`config.mk`:
```
export PLATFORM = sky130hd
export DESIGN_NAME = flit_framer
export DESIGN_NICKNAME = d
export VERILOG_FILES = /design/src/rtl/flit_pkg.sv /design/src/rtl/flit_packer.sv /design/src/rtl/flit_unpacker.sv /design/src/rtl/flit_framer.sv
export SDC_FILE = /design/constraint.sdc
export NUM_CORES = 2
export LEC_CHECK = 0
export ABC_AREA = 1
export BUFFER_PORTS_ARGS = -buffer_cell sky130_fd_sc_hd__buf_2
export CAP_MARGIN = 30
export CORE_ASPECT_RATIO = 0.9
export CORE_UTILIZATION = 27
export CTS_BUF_LIST = sky130_fd_sc_hd__clkbuf_8
export DETAILED_ROUTE_END_ITERATION = 16
export GPL_TIMING_DRIVEN = 0
export PLACE_DENSITY = 0.48
export RECOVER_POWER = 25
export SLEW_MARGIN = 10
export SYNTH_ARGS = -nofsm -noshare
export SYNTH_HDL_FRONTEND = slang
export SYNTH_SLANG_ARGS = --single-unit
```
`constraint.sdc`:
```
create_clock -name clk -period 3.69 [get_ports clk]
set_input_delay 0.369 -clock clk [delete_from_list [all_inputs] [get_ports clk]]
set_output_delay 0.369 -clock clk [all_outputs]
set_load 0.005 [all_outputs]
```
`src/rtl/flit_pkg.sv`:
```
package flit_pkg;
    localparam int FLIT_BYTES = 64;
    localparam int FLIT_BITS  = FLIT_BYTES * 8;
    localparam int LEN_W      = $clog2(FLIT_BYTES + 1);
    localparam int IDX_W      = $clog2(FLIT_BYTES);

    typedef struct packed {
        logic [FLIT_BITS-1:0] payload;
        logic                 eop;
        logic [LEN_W-1:0]     len;
    } flit_t;

    // Number of bytes a flit contributes to the byte stream.
    function automatic logic [LEN_W-1:0] bytes_in_flit(input flit_t f);
        if (!f.eop)
            return LEN_W'(FLIT_BYTES);
        else if (f.len > LEN_W'(FLIT_BYTES))
            return LEN_W'(FLIT_BYTES);
        else
            return f.len;
    endfunction
endpackage

```
`src/rtl/flit_packer.sv`:
```
module flit_packer
    import flit_pkg::*;
#(
    parameter int CNT_W = 16
) (
    input  logic             clk,
    input  logic             rst,
    input  logic             start,
    input  logic [CNT_W-1:0] total,
    input  logic             in_valid,
    output logic             in_ready,
    input  logic [7:0]       in_byte,
    output logic             out_valid,
    input  logic             out_ready,
    output flit_t            out_flit
);
    logic                 busy;
    logic [CNT_W-1:0]     remaining;
    logic [IDX_W-1:0]     slot;
    logic [FLIT_BITS-1:0] acc;
    logic                 ov;
    logic                 oeop;
    logic [LEN_W-1:0]     olen;

    assign in_ready  = busy && !ov && (remaining != '0);
    assign out_valid = ov;
    assign out_flit  = '{payload: acc, eop: oeop, len: olen};

    always_ff @(posedge clk) begin
        if (rst) begin
            busy      <= 1'b0;
            remaining <= '0;
            slot      <= '0;
            acc       <= '0;
            ov        <= 1'b0;
            oeop      <= 1'b0;
            olen      <= '0;
        end else begin
            if (ov && out_ready) begin
                ov  <= 1'b0;
                acc <= '0;
                if (oeop)
                    busy <= 1'b0;
            end
            if (!busy && start) begin
                busy      <= 1'b1;
                slot      <= '0;
                acc       <= '0;
                remaining <= total;
                if (total == '0) begin
                    ov   <= 1'b1;
                    oeop <= 1'b1;
                    olen <= '0;
                end
            end else if (in_valid && in_ready) begin
                acc[slot*8 +: 8] <= in_byte;
                remaining        <= remaining - 1'b1;
                if (slot == IDX_W'(FLIT_BYTES - 1) || remaining == CNT_W'(1)) begin
                    ov   <= 1'b1;
                    oeop <= (remaining == CNT_W'(1));
                    olen <= (remaining == CNT_W'(1)) ? LEN_W'(slot) + LEN_W'(1)
                                                     : LEN_W'(FLIT_BYTES);
                    slot <= '0;
                end else begin
                    slot <= slot + 1'b1;
                end
            end
        end
    end

    // held flit does not move under backpressure
    assert_flit_hold_R6: assert property (@(posedge clk) disable iff (rst)
        (ov && !out_ready) |=> (ov && $stable(acc) && $stable(oeop) && $stable(olen)));

    // tail count of a final flit stays within one flit
    assert_tail_range_R3: assert property (@(posedge clk) disable iff (rst)
        (ov && oeop) |-> (olen <= LEN_W'(FLIT_BYTES)));

    // a non-final flit always leaves bytes still to come
    assert_mid_flit_R2: assert property (@(posedge clk) disable iff (rst)
        (ov && !oeop) |-> (remaining != '0));

    // empty message yields an empty final flit
    assert_empty_msg_R5: assert property (@(posedge clk) disable iff (rst)
        (!busy && start && total == '0) |=> (ov && oeop && olen == '0 && acc == '0));
endmodule

```
`src/rtl/flit_unpacker.sv`:
```
module flit_unpacker
    import flit_pkg::*;
(
    input  logic       clk,
    input  logic       rst,
    input  logic       in_valid,
    output logic       in_ready,
    input  flit_t      in_flit,
    output logic       out_valid,
    input  logic       out_ready,
    output logic [7:0] out_byte,
    output logic       done
);
    logic                 held;
    logic [FLIT_BITS-1:0] hpay;
    logic [LEN_W-1:0]     hcnt;
    logic [LEN_W-1:0]     hpos;
    logic                 hlast;
    logic                 done_q;
    logic [LEN_W-1:0]     new_cnt;
    logic [IDX_W-1:0]     pick;

    assign new_cnt   = bytes_in_flit(in_flit);
    assign pick      = hpos[IDX_W-1:0];
    assign in_ready  = !held;
    assign out_valid = held;
    assign out_byte  = hpay[pick*8 +: 8];
    assign done      = done_q;

    always_ff @(posedge clk) begin
        if (rst) begin
            held   <= 1'b0;
            hpay   <= '0;
            hcnt   <= '0;
            hpos   <= '0;
            hlast  <= 1'b0;
            done_q <= 1'b0;
        end else begin
            done_q <= 1'b0;
            if (in_valid && !held) begin
                hpay  <= in_flit.payload;
                hcnt  <= new_cnt;
                hpos  <= '0;
                hlast <= in_flit.eop;
                if (new_cnt == '0)
                    done_q <= 1'b1;
                else
                    held <= 1'b1;
            end else if (held && out_ready) begin
                hpos <= hpos + 1'b1;
                if (hpos + LEN_W'(1) == hcnt) begin
                    held   <= 1'b0;
                    done_q <= hlast;
                end
            end
        end
    end

    // offered byte is held under backpressure
    assert_byte_hold_R11: assert property (@(posedge clk) disable iff (rst)
        (held && !out_ready) |=> (held && $stable(out_byte)));

    // done never coincides with an offered byte
    assert_done_quiet_R9: assert property (@(posedge clk) disable iff (rst)
        done_q |-> !held);
endmodule

```
`src/rtl/flit_framer.sv`:
```
module flit_framer
    import flit_pkg::*;
#(
    parameter int CNT_W = 16
) (
    input  logic                 clk,
    input  logic                 rst,
    input  logic                 msg_start,
    input  logic [CNT_W-1:0]     msg_bytes,
    input  logic                 in_valid,
    output logic                 in_ready,
    input  logic [7:0]           in_byte,
    output logic                 fo_valid,
    input  logic                 fo_ready,
    output logic [FLIT_BITS-1:0] fo_payload,
    output logic                 fo_eop,
    output logic [LEN_W-1:0]     fo_len,
    input  logic                 fi_valid,
    output logic                 fi_ready,
    input  logic [FLIT_BITS-1:0] fi_payload,
    input  logic                 fi_eop,
    input  logic [LEN_W-1:0]     fi_len,
    output logic                 ob_valid,
    input  logic                 ob_ready,
    output logic [7:0]           ob_byte,
    output logic                 ob_done
);
    flit_t tx_flit;
    flit_t rx_flit;

    assign fo_payload = tx_flit.payload;
    assign fo_eop     = tx_flit.eop;
    assign fo_len     = tx_flit.len;
    assign rx_flit    = '{payload: fi_payload, eop: fi_eop, len: fi_len};

    flit_packer #(.CNT_W(CNT_W)) u_pack (
        .clk      (clk),
        .rst      (rst),
        .start    (msg_start),
        .total    (msg_bytes),
        .in_valid (in_valid),
        .in_ready (in_ready),
        .in_byte  (in_byte),
        .out_valid(fo_valid),
        .out_ready(fo_ready),
        .out_flit (tx_flit)
    );

    flit_unpacker u_unpack (
        .clk      (clk),
        .rst      (rst),
        .in_valid (fi_valid),
        .in_ready (fi_ready),
        .in_flit  (rx_flit),
        .out_valid(ob_valid),
        .out_ready(ob_ready),
        .out_byte (ob_byte),
        .done     (ob_done)
    );
endmodule

```
Word-level counts from Yosys, hierarchy flattened:

Cells that the tools add are included.

* flip-flop bits (word level): 1073
* output and inout port bits: 533
* logic and storage cells: 86
* bits of input ports: 551

* reductions and logical operators: 25
* $add $sub $neg: 5
* $lt $le $gt $ge: 1
* eq/ne operators: 5
* mux-type cells: 34
* shift-type cells: 3

Operator list (number)
* $mux 512: 3
* $bwmux 512: 1
* $shift 8x34->512 const A: 1
* $shiftx 512x10->8: 1
* $shiftx 8x34->512: 1
* $mux 7: 7
* $neg 9->34: 1
* $mux 16: 2
* $mux 1: 20
* $eq 16x1->1 const B: 1
* $logic_not 16->1: 1
* $reduce_bool 16->1: 1
* $sub 16x1->16 const B: 1
* $reduce_bool 2->1: 6
* $add 6x1->7 const B: 1
* $add 7x1->7 const B: 1
* $eq 7x7->1: 1
* $gt 7x7->1 const B: 1
* $logic_and 1x1->1: 7
* $logic_not 7->1: 1
* $add 6x1->6 const B: 1
* $eq 6x6->1 const B: 1
* $mux 6: 1
* $reduce_and 3->1: 2
* 5 further kinds: 9

Depth between registers and ports, before layout:

* depth in word-level cells: 6
* depth in mapped cells: 16
* depth with buffers taken out: 13

By module:

From an unflattened synthesis, not the netlist that was laid out.

* cell total of the unflattened synthesis: 6196
* area total of the unflattened synthesis: 46819.9 µm²

By module, submodules not included
* flit_packer: times used 1, area each 25266.7 µm², cells an instance 3731, seq. area each 10890.4 µm²
* flit_unpacker: times used 1, area each 21553.2 µm², cells an instance 2465, seq. area each 10590.2 µm²

Least setup slack after synthesis:

OpenSTA, ideal clock, no wires.

* path type: register -> register
* from: register u_pack.slot[0]
* to: register u_pack.acc[194]
* data arrival time: 2.673 ns
* setup slack: 0.946 ns
* required time: 3.620 ns
* cell stages (with the launch flop): 12
* clock period less this slack: 2.744 ns
* cell sequence: dfxtp_1 > inv_2 > buf_1 > clkbuf_1 > ha_1 > clkbuf_1 > clkbuf_1 > nor2_1 > nand2_1 > nor3_1 > nand4_1 > a21oi_1

* word-level cells in the longest chain between the ends: 4
* elaborated cells between the ends (all ways): 5
* those cells by class: 1 x add/sub; 2 x shift; 2 x mux

RTL lines
* from (decl): RTL line flit_packer.sv:19 `logic [IDX_W-1:0] slot;`
* from (signal assigned): RTL line flit_packer.sv:65 `slot <= slot + 1'b1;`
* $neg 9->34 (*): RTL line flit_packer.sv:56 `acc[slot*8 +: 8] <= in_byte;`
* $shiftx 8x34->512 / $shift 8x34->512 (equally long branches): RTL line flit_packer.sv:56
* $bwmux 512 (*): RTL line flit_packer.sv:56
* $mux 512 (*): RTL line flit_packer.sv:55 `end else if (in_valid && in_ready) begin`
* to (signal, indexed assignment): RTL line flit_packer.sv:56
* to (decl): RTL line flit_packer.sv:20 `logic [FLIT_BITS-1:0] acc;`

Every way passes the cells marked *; elsewhere a longest branch is shown, timed or not.
A chain may end at the register's enable or synchronous reset.

Worst setup path in the final report:

* from: register u_unpack.hpos[0]
* to: output ob_byte[1]

* word-level cells in the longest chain between the ends: 1

RTL lines
* from (decl): RTL line flit_unpacker.sv:17 `logic [LEN_W-1:0] hpos;`
* from (signal assigned): RTL line flit_unpacker.sv:50 `hpos <= hpos + 1'b1;`
* $shiftx 512x10->8: RTL line flit_unpacker.sv:27 `assign out_byte = hpay[pick*8 +: 8];`
* to (decl): RTL line flit_framer.sv:25 `output logic [7:0] ob_byte,`

No other way between the ends.

==> impl_metrics.ini <==
[outcome]
run_status = finished, violations left
violations = negative setup slack

[logic_synthesis]
synthDominantAreaCellType = dfxtp_1
ys_ff_latch = 1073
ys_warn_count = 0
synth_edf_count = 0
synthFlopType = dfxtp_1
postSynthCellCount = 6330
ys_types = 41
syn_avg_cell_area_um2 = 7.36
synth_fp_nets = 6887
synth_common_cells = 1073 x dfxtp_1, 1021 x nand2_1, 709 x nor2_1, 617 x a21oi_1, 574 x inv_1
yosysSeqAreaShare = 0.461
post-synth-top-count-cell = dfxtp_1
synth-async-reset-ratio = 0
netlist.area_leader.share = 0.461
netlist_area_um2 = 46600
synth.top_cells.by_area = dfxtp_1 46%, nand2_1 8.2%, a22o_1 7.2%

[floorplanning]
coreArea_um2 = 171000
rows = 144
die_h_um = 396
io_pins = 1084
fp.dieArea_um2 = 174000
start_util = 0.272
die_x_um = 440

[route]
wl_per_cell_um = 27.6
wl_um = 293000
dr.pass1.iters = 9
drc = 0
drt.antenna.violating_nets = 0
route.vias.total = 56159
vias_per_cell = 5.28
drt_iter0_drc = 6736

[grt]
grt-ovfl-total = 0
grt_pass1_vias = 52354
grt_util_all_layers = 0.321
grt_pass1_wl_um = 396000
grt_max_degree = 17
antenna_found_initial = 55

[worst_setup_path]
reg2reg_depth = 8
startpoint_type = flip-flop
critPathCaptureType = output port
required_ns = 3.32
reg2reg_from = u_unpack.out_valid
worstPathMaxFanout = 10
reg2reg_slack_ns = -0.01
crit_start = u_unpack.hpos[0]
cp_top_family = buffers and inverters
r2r-end = u_unpack.hpay[239]
cp_slowest_stage_delay_ns = 0.33
slowest_stage = dfxtp_2
worst_ep_arrival_time_ns = 3.34
crit_path_frequent_cell = nand2_1
path_buf_inv = 5
path_class = flip-flop to output port
critical_path.cell_chain = buf_6 -> buf_12 -> bufbuf_16 -> clkbuf_4 -> a21oi_1 -> o21ai_0 -> o21ai_1 -> nand2_1 -> nand2_1 -> nand2_1 -> nand3_2 -> nand3_1 -> nand2_2 -> buf_6

[pwr]
leakagePower_nw = 26.4
peakVddDrop_v = 0.000410
powerDensity_nw_per_um2 = 413

[min_path]
hold_end = u_pack.remaining[7]
hold_class = input pin to flip-flop
min_from = msg_start
hold_depth = 5

[sta]
rsz0062_at_grt = true
hold_viol_final = 0
finalSetupTns_ns = -0.0291
fmax_mhz = 269
worst_slew_pin_slew_ns = 1.08
max_slew_margin = 0.278
min_period_ns = 3.71
timing.final.crit_share = 1.01
worst_clock_skew_ns = 0.0949
fin_ws_ns = -0.0227
slew_viol_final = 0
setup_viol = 2

[placement]
place_congestion = 1.02
io_buffers = 1082
dp_hpwl_um = 230000
dp_cells = 9691

[clock_tree]
htreeDepth = 4
numCtsBuffers = 191
cts_sinks = 1073
cts_tree = done
cts_root_buffer = clkbuf_8
cts.clk_slew.worst_paths_ns = 0.07
cts_buffer_depth = 3
clkLatencyLatePin_ns = 0.99

[cells_and_area]
nets = 8762
layoutNonFillerInstCount = 10637
drive_gt1_frac = 0.182
syn_to_final_growth_pct = 40.6

[run]
maxCapViolations = 0
cell usage in the layout (no fill, tap or decap), types with 11 or more instances in the layout:
cell type / n
dlygate4sd3_1: 556
clkbuf_8: 239
buf_6: 14
buf_8: 11
inv_1: 644
nand2_1: 1005
nand3_2: 28
buf_2: 898
nor2_2: 45
a21oi_1: 608
nand3_1: 439
buf_1: 27
a22o_1: 384
o21ai_1: 58
clkbuf_4: 25
nand4_1: 276
nor2_4: 45
diode_2: 35
dfxtp_1: 1071
nor3_1: 23
xor2_1: 15
clkbuf_2: 39
clkbuf_1: 550
o21ai_0: 470
o21ai_2: 24
nand2_2: 21
nor2_1: 649
buf_4: 50
routing by layer:
layer | vias up | wire (µm) | share of wire | track usage
met5 | - | 60 | 0.00020 | 0
met4 | 8 | 25700 | 0.088 | 0.241
met3 | 836 | 26900 | 0.092 | 0.0658
met2 | 3345 | 124000 | 0.42 | 0.481
met1 | 26863 | 116000 | 0.40 | 0.406
li1 | 25107 | - | - | -
flip-flops by register name, summed over array words and instances (netlist names), 6 cells and up:
signal            flops
u_pack.olen           7
u_unpack.hpay       512
u_pack.slot           6
u_unpack.hcnt         7
u_pack.acc          512
u_unpack.hpos         7
u_pack.remaining     16
area by class of cell:
class / instances / area [µm²]
fill: 18239 / 106000
multi-input combinational: 4160 / 21500
sequential: 1073 / 21500
timing repair buffer: 1684 / 11100
clock buffer: 230 / 3170
tap: 2263 / 2830
buffer: 508 / 2560
inverter: 587 / 2210
clock inverter: 97 / 587
antenna: 35 / 87.6
logic make-up after synthesis:
group,Yosys count,share of synthesized area
AND/OR/NAND/NOR,2560,0.240
AO/OA/AOI/OAI,1578,0.202
buffers and inverters,1097,0.0928
flip-flops,1073,0.461
XOR/XNOR,16,0.00301
adder cells (fa/ha/maj),6,0.00161
where the power goes:
group	switching [W]	internal (W)
Sequential	0.000224	0.0120
Combinational	0.00213	0.00126
Clock	0.00562	0.00581
Total	0.00798	0.0191
worst max-delay path by stage:
stage / cells past startpoint / to
2_1_floorplan: 11 / u_pack.acc[194]
3_3_place_gp: 11 / u_pack.acc[98]
3_5_place_dp: 11 / u_pack.acc[98]
4_1_cts: 14 / ob_byte[1]
5_1_grt: 14 / ob_byte[1]
6_report: 14 / ob_byte[1]
per-stage QoR:
step	area, µm²	power, W	setup slack [ns]	hold WS, ns	utilization
final	65600	0.0270	-0.0227	0.102	0.383
after global routing	65500	0.0278	-0.116	0.0794	0.382
after CTS	65300	0.0270	-0.0581	0.00342	0.381
after detailed placement	55100	0.0151	-0.817	0.450	0.322
after global placement	54900	0.0150	-0.872	0.450	0.320
after floorplan	46600	0.0137	0.946	0.437	-
repair_timing:
item	CTS	global route
cloned	2	0
setup endpoints to repair	478	290
pin swaps	15	31
hold endpoints to repair	599	0
hold buffers	556	0
resized for setup	332	138
setup buffers	6	21
worst register-to-register path, cell delays in order (launching register included):
cell      delay (ns)
dfxtp_1         0.43
inv_1           0.12
nand2_1         0.18
nor2_1          0.68
clkbuf_1        0.51
clkbuf_4        0.68
clkbuf_1        0.77
nand2_1         0.17
o21ai_0         0.11
Note: power is estimated with default switching activity, not from simulation.
